### config.mk
export PLATFORM = sky130hd
export DESIGN_NAME = snap_timer
export DESIGN_NICKNAME = d
export VERILOG_FILES = /design/src/rtl/snap_timer_pkg.sv /design/src/rtl/snap_timer_div.sv /design/src/rtl/snap_timer_cnt.sv /design/src/rtl/snap_timer_regs.sv /design/src/rtl/snap_timer.sv
export SDC_FILE = /design/constraint.sdc
export NUM_CORES = 1
export LEC_CHECK = 0
export BUFFER_PORTS_ARGS = -buffer_cell sky130_fd_sc_hd__buf_4
export CAP_MARGIN = 20
export CORE_UTILIZATION = 49
export CTS_CLUSTER_DIAMETER = 40
export CTS_CLUSTER_SIZE = 28
export DETAILED_ROUTE_END_ITERATION = 6
export GPL_TIMING_DRIVEN = 0
export PLACE_DENSITY = 0.66
export SYNTH_ARGS = -nofsm -noshare
export SYNTH_HDL_FRONTEND = slang
export SYNTH_SLANG_ARGS = --single-unit
### constraint.sdc
create_clock -name clk -period 3.4 [get_ports clk]
set_clock_uncertainty 0.2 [all_clocks]
set_input_delay 0.51 -clock clk [delete_from_list [all_inputs] [get_ports clk]]
set_output_delay 0.51 -clock clk [all_outputs]
set_load 0.005 [all_outputs]
### src/rtl/snap_timer_pkg.sv
package snap_timer_pkg;

  localparam int ADDR_W  = 3;
  localparam int DATA_W  = 8;
  localparam int PRE_W   = 16;
  localparam int PRE_BYTES = PRE_W / DATA_W;

  localparam logic [ADDR_W-1:0] OFF_CLEAR   = 3'd4;
  localparam logic [ADDR_W-1:0] OFF_CAPTURE = 3'd5;
  localparam logic [ADDR_W-1:0] OFF_PRE_LO  = 3'd6;
  localparam logic [ADDR_W-1:0] OFF_PRE_HI  = 3'd7;

  // divider reached its terminal count (>= so that a lowered prescale never stalls)
  function automatic logic tick_due(input logic [PRE_W-1:0] div, input logic [PRE_W-1:0] pre);
    return div >= pre;
  endfunction

  function automatic logic [PRE_W-1:0] div_step(input logic [PRE_W-1:0] div, input logic [PRE_W-1:0] pre);
    return tick_due(div, pre) ? '0 : div + 16'd1;
  endfunction

  function automatic logic [DATA_W-1:0] pick_byte(input logic [31:0] v, input logic [1:0] idx);
    return v[idx*8 +: 8];
  endfunction

endpackage

### src/rtl/snap_timer_div.sv
module snap_timer_div
  import snap_timer_pkg::*;
(
  input  logic             clk,
  input  logic             rst_n,
  input  logic             clr,
  input  logic [PRE_W-1:0] presc,
  output logic             tick,
  output logic [PRE_W-1:0] div_q
);

  assign tick = !clr && tick_due(div_q, presc);

  always_ff @(posedge clk or negedge rst_n) begin
    if (!rst_n)   div_q <= '0;
    else if (clr) div_q <= '0;
    else          div_q <= div_step(div_q, presc);
  end

endmodule

### src/rtl/snap_timer_cnt.sv
module snap_timer_cnt #(
  parameter int CNT_W = 32
) (
  input  logic             clk,
  input  logic             rst_n,
  input  logic             clr,
  input  logic             tick,
  output logic [CNT_W-1:0] cnt_q
);

  always_ff @(posedge clk or negedge rst_n) begin
    if (!rst_n)    cnt_q <= '0;
    else if (clr)  cnt_q <= '0;
    else if (tick) cnt_q <= cnt_q + 1'b1;
  end

endmodule

### src/rtl/snap_timer_regs.sv
module snap_timer_regs
  import snap_timer_pkg::*;
#(
  parameter int CNT_W = 32
) (
  input  logic                 clk,
  input  logic                 rst_n,
  input  logic [PRE_BYTES-1:0] pre_we,
  input  logic [DATA_W-1:0]    wdata,
  input  logic                 cap,
  input  logic [CNT_W-1:0]     cnt,
  output logic [PRE_W-1:0]     presc_q,
  output logic [CNT_W-1:0]     snap_q
);

  for (genvar g = 0; g < PRE_BYTES; g++) begin : g_pre
    always_ff @(posedge clk or negedge rst_n) begin
      if (!rst_n)         presc_q[g*DATA_W +: DATA_W] <= '0;
      else if (pre_we[g]) presc_q[g*DATA_W +: DATA_W] <= wdata;
    end
  end

  always_ff @(posedge clk or negedge rst_n) begin
    if (!rst_n)   snap_q <= '0;
    else if (cap) snap_q <= cnt;
  end

endmodule

### src/rtl/snap_timer.sv
module snap_timer
  import snap_timer_pkg::*;
#(
  parameter int CNT_W = 32
) (
  input  logic        clk,
  input  logic        rst_n,
  input  logic [2:0]  bus_addr,
  input  logic [7:0]  bus_wdata,
  input  logic        bus_we,
  output logic [7:0]  bus_rdata
);

  // named internal events, also observed by the bound checker
  logic             clr_evt;
  logic             snap_evt;
  logic             tick_evt;
  logic [PRE_BYTES-1:0] pre_we;
  logic [PRE_W-1:0] presc_q;
  logic [PRE_W-1:0] div_q;
  logic [CNT_W-1:0] cnt_q;
  logic [CNT_W-1:0] snap_q;
  logic [31:0]      snap_ext;

  assign clr_evt   = bus_we && (bus_addr == OFF_CLEAR);
  assign snap_evt  = bus_we && (bus_addr == OFF_CAPTURE);
  assign pre_we[0] = bus_we && (bus_addr == OFF_PRE_LO);
  assign pre_we[1] = bus_we && (bus_addr == OFF_PRE_HI);

  snap_timer_div u_div (
    .clk(clk), .rst_n(rst_n), .clr(clr_evt), .presc(presc_q),
    .tick(tick_evt), .div_q(div_q)
  );

  snap_timer_cnt #(.CNT_W(CNT_W)) u_cnt (
    .clk(clk), .rst_n(rst_n), .clr(clr_evt), .tick(tick_evt), .cnt_q(cnt_q)
  );

  snap_timer_regs #(.CNT_W(CNT_W)) u_regs (
    .clk(clk), .rst_n(rst_n), .pre_we(pre_we), .wdata(bus_wdata),
    .cap(snap_evt), .cnt(cnt_q), .presc_q(presc_q), .snap_q(snap_q)
  );

  if (CNT_W == 32) begin : g_full
    assign snap_ext = snap_q;
  end else begin : g_pad
    assign snap_ext = {{(32-CNT_W){1'b0}}, snap_q};
  end

  always_comb begin
    unique case (bus_addr)
      3'd0, 3'd1, 3'd2, 3'd3: bus_rdata = pick_byte(snap_ext, bus_addr[1:0]);
      OFF_PRE_LO:             bus_rdata = presc_q[7:0];
      OFF_PRE_HI:             bus_rdata = presc_q[15:8];
      default:                bus_rdata = 8'h00;
    endcase
  end

endmodule

Yosys cells after proc, flatten, opt, wreduce, memory -nomap -nowiden:

Index checks and enable logic that the tools add are counted.

* add/sub/neg operators: 2
* $lt $le $gt $ge: 1
* equality and inequality tests: 7
* shift-type cells: 1
* multiplexer cells: 5
* reductions and logical operators: 9

Operators with widths (count)
* $mux W32: 2
* $add A32 B1 Y32 const B: 1
* $mux W16: 2
* $shiftx A32 B6 Y8: 1
* $pmux W8 S3: 1
* $add A16 B1 Y16 const B: 1
* $ge A16 B16 Y1: 1
* $eq A3 B3 Y1 const B: 4
* $eq A3 B2 Y1 const B: 2
* $logic_and A1 B1 Y1: 5
* $reduce_or A4 Y1: 1
* $eq A3 B1 Y1 const B: 1
* $logic_not A3 Y1: 1
* $reduce_bool A2 Y1: 1
* $logic_not A1 Y1: 1

* register bits: 96
* input bits: 14
* output and inout port bits: 8
* word-level logic and storage cells: 30

Logic depth before layout (Yosys ltp):

* depth in word-level cells: 6
* depth in mapped cells: 10
* depth with buffers taken out: 7

Cells and area by module:

A second synthesis with hierarchy kept.

* cell total of the unflattened synthesis: 461
* area total of the unflattened synthesis: 5235.0 um^2

By module, submodules not included
* snap_timer_regs: times used 1, cells each 102, area each 1935.6 um^2
* snap_timer_cnt: times used 1, cells each 176, area each 1680.4 um^2
* snap_timer_div: times used 1, cells each 128, area each 1154.9 um^2
* snap_timer: times used 1, cells each 55, area each 464.2 um^2

Worst setup path before layout:

OpenSTA, ideal clock, no wires.

* kind: register to register
* from: reg u_div.div_q[0]
* to: reg u_div.div_q[10]
* data arrival time: 2.114 ns
* slack: 1.014 ns
* cell stages (with the launch flop): 11
* clock period less this slack: 2.386 ns
* cells stage by stage: dfrtp_1 > inv_1 > ha_1 > nand2b_1 > a2111oi_2 > o32a_1 > buf_6 > buf_6 > nand3_4 > buf_2 > nor2_1

* longest elaborated chain between the ends: 3

RTL lines
* from (decl): line snap_timer_div.sv:9 `output logic [PRE_W-1:0] div_q`
* from (signal assigned): line snap_timer_div.sv:17 `else div_q <= div_step(div_q, presc);`
* $add A16 B1 Y16 or $ge A16 B16 Y1 (tied branches): line snap_timer_pkg.sv:19, snap_timer_pkg.sv:15
* $mux W16 *: line snap_timer_pkg.sv:19 `return tick_due(div, pre) ? '0 : div + 16'd1;`
* $mux W16 *: line snap_timer_div.sv:16 `else if (clr) div_q <= '0;`

Mark *: on every way between the ends. The rest lies on a longest branch, timed or not.
A chain may end at the register's enable or synchronous reset.

Final worst setup path:

* from: reg u_regs.presc_q[15]
* to: reg u_cnt.cnt_q[29]

* longest elaborated chain between the ends: 3

RTL lines
* from (decl): line snap_timer_regs.sv:12 `output logic [PRE_W-1:0] presc_q,`
* from (signal, indexed assignment): line snap_timer_regs.sv:19 `else if (pre_we[g]) presc_q[g*DATA_W +: DATA_W] <= wdata;`
* $ge A16 B16 Y1: line snap_timer_pkg.sv:15 `return div >= pre;`
* $logic_and A1 B1 Y1: line snap_timer_div.sv:12 `assign tick = !clr && tick_due(div_q, presc);`
* $reduce_bool A2 Y1 (no source line)
* to (signal assigned): line snap_timer_cnt.sv:14 `else if (tick) cnt_q <= cnt_q + 1'b1;`
* to (decl): line snap_timer_cnt.sv:8 `output logic [CNT_W-1:0] cnt_q`

Every way passes these cells.

==> flow_metrics.tcl <==
set metrics [dict create \
    comb_power_share_pct 17.5 \
    cts-root-buf "clkbuf_8" \
    grt_remaining_overflow 0 \
    p_sw_mw 0.7825 \
    ys_ff_latch 96 \
    grt_pass1_vias 3963 \
    grt_first_pass_wirelength_um 20990 \
    critPathTopFamily "compound AO/OA/AOI/OAI gates" \
    setup_viol 0 \
    pwr-share-clk_pct 30.4 \
    die_x_um 106.5 \
    dpl_cell_area_um2 5709 \
    wl_met3_um 551 \
    port-buffer-count 21 \
    switching_share_pct 29.51 \
    reg2reg_to "u_cnt.cnt_q[29]$_DFFE_PN0P_" \
    min_to "u_regs.presc_q[15]$_DFFE_PN0P_" \
    design_area_um2 5927 \
    slowest_delay_ns 0.57 \
    grtUsageTotal_pct 24.44 \
    dp_worst_setup_slack_ns 0.4973 \
    globalplace.congestion 0.8172 \
    ant_nets 0 \
    syn_area_um2 5346 \
    slew_violations 0 \
    final_common_cell "dfrtp_1" \
    routed_wl_um 13010 \
    cts_hold_buf 1 \
    arrival_ns 2.96 \
    start_util_pct 51.10 \
    diodes 0 \
    final-hold-violation-count 0 \
    drt-met1-wl_um 6037 \
    tightest_slew_ns 0.8397 \
    clockBufferDepth 2 \
    max_freq_mhz 342.8 \
    leakage_nw 2.682 \
    ys_types 42 \
    avgSynthCellArea_um2 10.76 \
    wl_met2_um 6280 \
    clkSinkCount 96 \
    outcome "finished clean" \
    rows 37 \
    cp-start-kind "flop" \
    post-route-period-util_pct 85.81 \
    hp-class "primary input to flop" \
    slew_headroom_pct 43.59 \
    syn_inst 497 \
    irDropWorstVdd_v 0.0001920 \
    cp_cell_sequence "inv_1 > ha_1 > a21oi_1 > o21ai_0 > a21oi_4 > clkbuf_1 > a211oi_2 > mux2i_1" \
    seqPwrFrac_pct 52.1 \
    period_needed_ns 2.917 \
    hp-start "bus_wdata[7]" \
    fp.dieH_um 106.5 \
    die_area_um2 11330 \
    ios 22 \
    synth-seq-area-share_pct 44.93 \
    antenna_found_initial 0 \
    synth_edf_count 0 \
    top_layer_used "met4" \
    clk_pin_slew_ns 0.10 \
    critPathSlowestCell "clkbuf_1" \
    setup_tns_ns 0 \
    r2r_cells 8 \
    core_area_um2 10460 \
    r2r_slack_ns 0.48 \
    path_max_fanout 10 \
    placed_cells 656 \
    routedWlPerCell_um 19.32 \
    grt_max_degree 72 \
    utilization_pct 56.65 \
    hold_depth 2 \
    r2r-start "u_regs.presc_q[15]$_DFFE_PN0P_" \
    cts_tree "done" \
    viasPerCell 5.887 \
    vias 3962 \
    powerDensity_nw_per_um2 447.4 \
    post_cts_resized 0 \
    cts_buffers 9 \
    ys.flop_type "dfrtp_1" \
    synth_nets 529 \
    drt_iter0_markers 297 \
    clk_latency_ns 0.37 \
    rsz0062_at_grt "no" \
    ys_async_sr_fraction_pct 100.0 \
    worst_ep_required_time_ns 3.45 \
    dpl.hpwl_um 9550 \
    htree_levels 3 \
    criticalPathCategory "flop to flop" \
    layout.nets 564 \
    final_cell_mix "dfrtp_1, nand2_1, mux2_2" \
    fin_ws_ns 0.4825 \
    drc_errors 0 \
    area_growth_syn_to_layout_pct 10.86 \
    drt-pass1-iter-count 5 \
    critPathCaptureType "flop" \
    yosys_warnings 0 \
    cts_setup_buffers 0 \
    drive_gt1_share_pct 22.53 \
    drv_cap 0 \
    intPower_mw 1.869 \
    crit_buf_inv 2 \
    finalNonFillerCells 673 \
]
[flip-flops by register name (all words and copies together) (netlist names)]
name / flops
u_regs.snap_q: 32
u_cnt.cnt_q: 32
u_div.div_q: 16
u_regs.presc_q: 16
[area by class of cell]
class,instances,area (um^2)
Fill cell,934,4536
Multi-Input combinational cell,351,2733
Sequential cell,96,2402
Timing Repair Buffer,24,202.7
Tap cell,136,170.2
Clock buffer,12,155.1
Inverter,29,108.9
Buffer,21,102.6
Clock inverter,4,52.55
[kinds of logic (layout without fill, tap and decap cells)]
logic type                 Yosys count  in the layout  share of synthesized area, %
and+or+nand+nor                    161            161                         14.98
AOI/OAI and AO/OA                   73             73                         10.77
xor gates and xnor gates            14             14                         2.294
DFF                                 96             96                         44.93
buffers and inverters               50             90                         3.955
adders and majority gates           18             18                         4.213
muxes                               85             85                         18.86
[synth_stat cells, types with 2 or more instances]
| cell | count | area, um^2 |
|---|---|---|
| a2111o_1 | 7 | 78.83 |
| a2111oi_2 | 8 | 120.1 |
| a211oi_2 | 6 | 75.07 |
| a21oi_1 | 21 | 105.1 |
| and3_1 | 7 | 43.79 |
| and4_1 | 2 | 17.52 |
| buf_2 | 7 | 35.03 |
| buf_6 | 2 | 22.52 |
| clkbuf_1 | 11 | 41.29 |
| dfrtp_1 | 96 | 2402 |
| ha_1 | 18 | 225.2 |
| inv_1 | 29 | 108.9 |
| mux2_2 | 46 | 518.0 |
| mux2i_1 | 31 | 310.3 |
| mux4_2 | 8 | 180.2 |
| nand2_1 | 57 | 214.0 |
| nand2b_1 | 22 | 137.6 |
| nand3_1 | 21 | 105.1 |
| nand4_1 | 13 | 81.33 |
| nor2_1 | 26 | 97.59 |
| nor3_1 | 5 | 25.02 |
| o21ai_0 | 7 | 35.03 |
| o21ai_1 | 9 | 45.04 |
| o22ai_1 | 8 | 50.05 |
| xnor2_1 | 6 | 52.55 |
| xor2_1 | 8 | 70.07 |
[power by group through the flow]
stage               clock, mW  combinational [mW]  sequential (mW)
global route            0.853               0.527             1.40
global placement            0               0.438             1.39
CTS                     0.811               0.471             1.38
detailed placement          0               0.466             1.40
finish                  0.806               0.465             1.38
floorplan                   0               0.327             1.35
[worst max path at each step]
stage	from	endpoint	slack, ns	cells past startpoint
final	u_regs.presc_q[15]$_DFFE_PN0P_	u_cnt.cnt_q[29]$_DFFE_PN0P_	0.48	8
after floorplan	u_div.div_q[0]$_DFF_PN0_	u_div.div_q[10]$_DFF_PN0_	1.01	10
after CTS	u_regs.presc_q[15]$_DFFE_PN0P_	u_cnt.cnt_q[29]$_DFFE_PN0P_	0.47	8
after global placement	u_regs.presc_q[15]$_DFFE_PN0P_	u_cnt.cnt_q[29]$_DFFE_PN0P_	0.63	8
after detailed placement	u_regs.presc_q[15]$_DFFE_PN0P_	u_cnt.cnt_q[8]$_DFFE_PN0P_	0.50	8
after global routing	u_regs.presc_q[15]$_DFFE_PN0P_	u_cnt.cnt_q[8]$_DFFE_PN0P_	0.31	8
[stage by stage]
| step | hold slack, ns | power [mW] |
|---|---|---|
| after CTS | 0.1670 | 2.661 |
| after global placement | 0.2844 | 1.832 |
| after global routing | 0.1678 | 2.775 |
| final | 0.1748 | 2.652 |
| after floorplan | 0.01441 | 1.681 |
| after detailed placement | 0.2530 | 1.869 |
[metal layers]
layer	up-vias	global-route usage [%]
met5	-	0
met4	0	4.990
met3	14	4.231
met2	103	40.40
met1	1989	33.88
li1	1856	-
No activity file was read; power rests on OpenSTA's default activity.
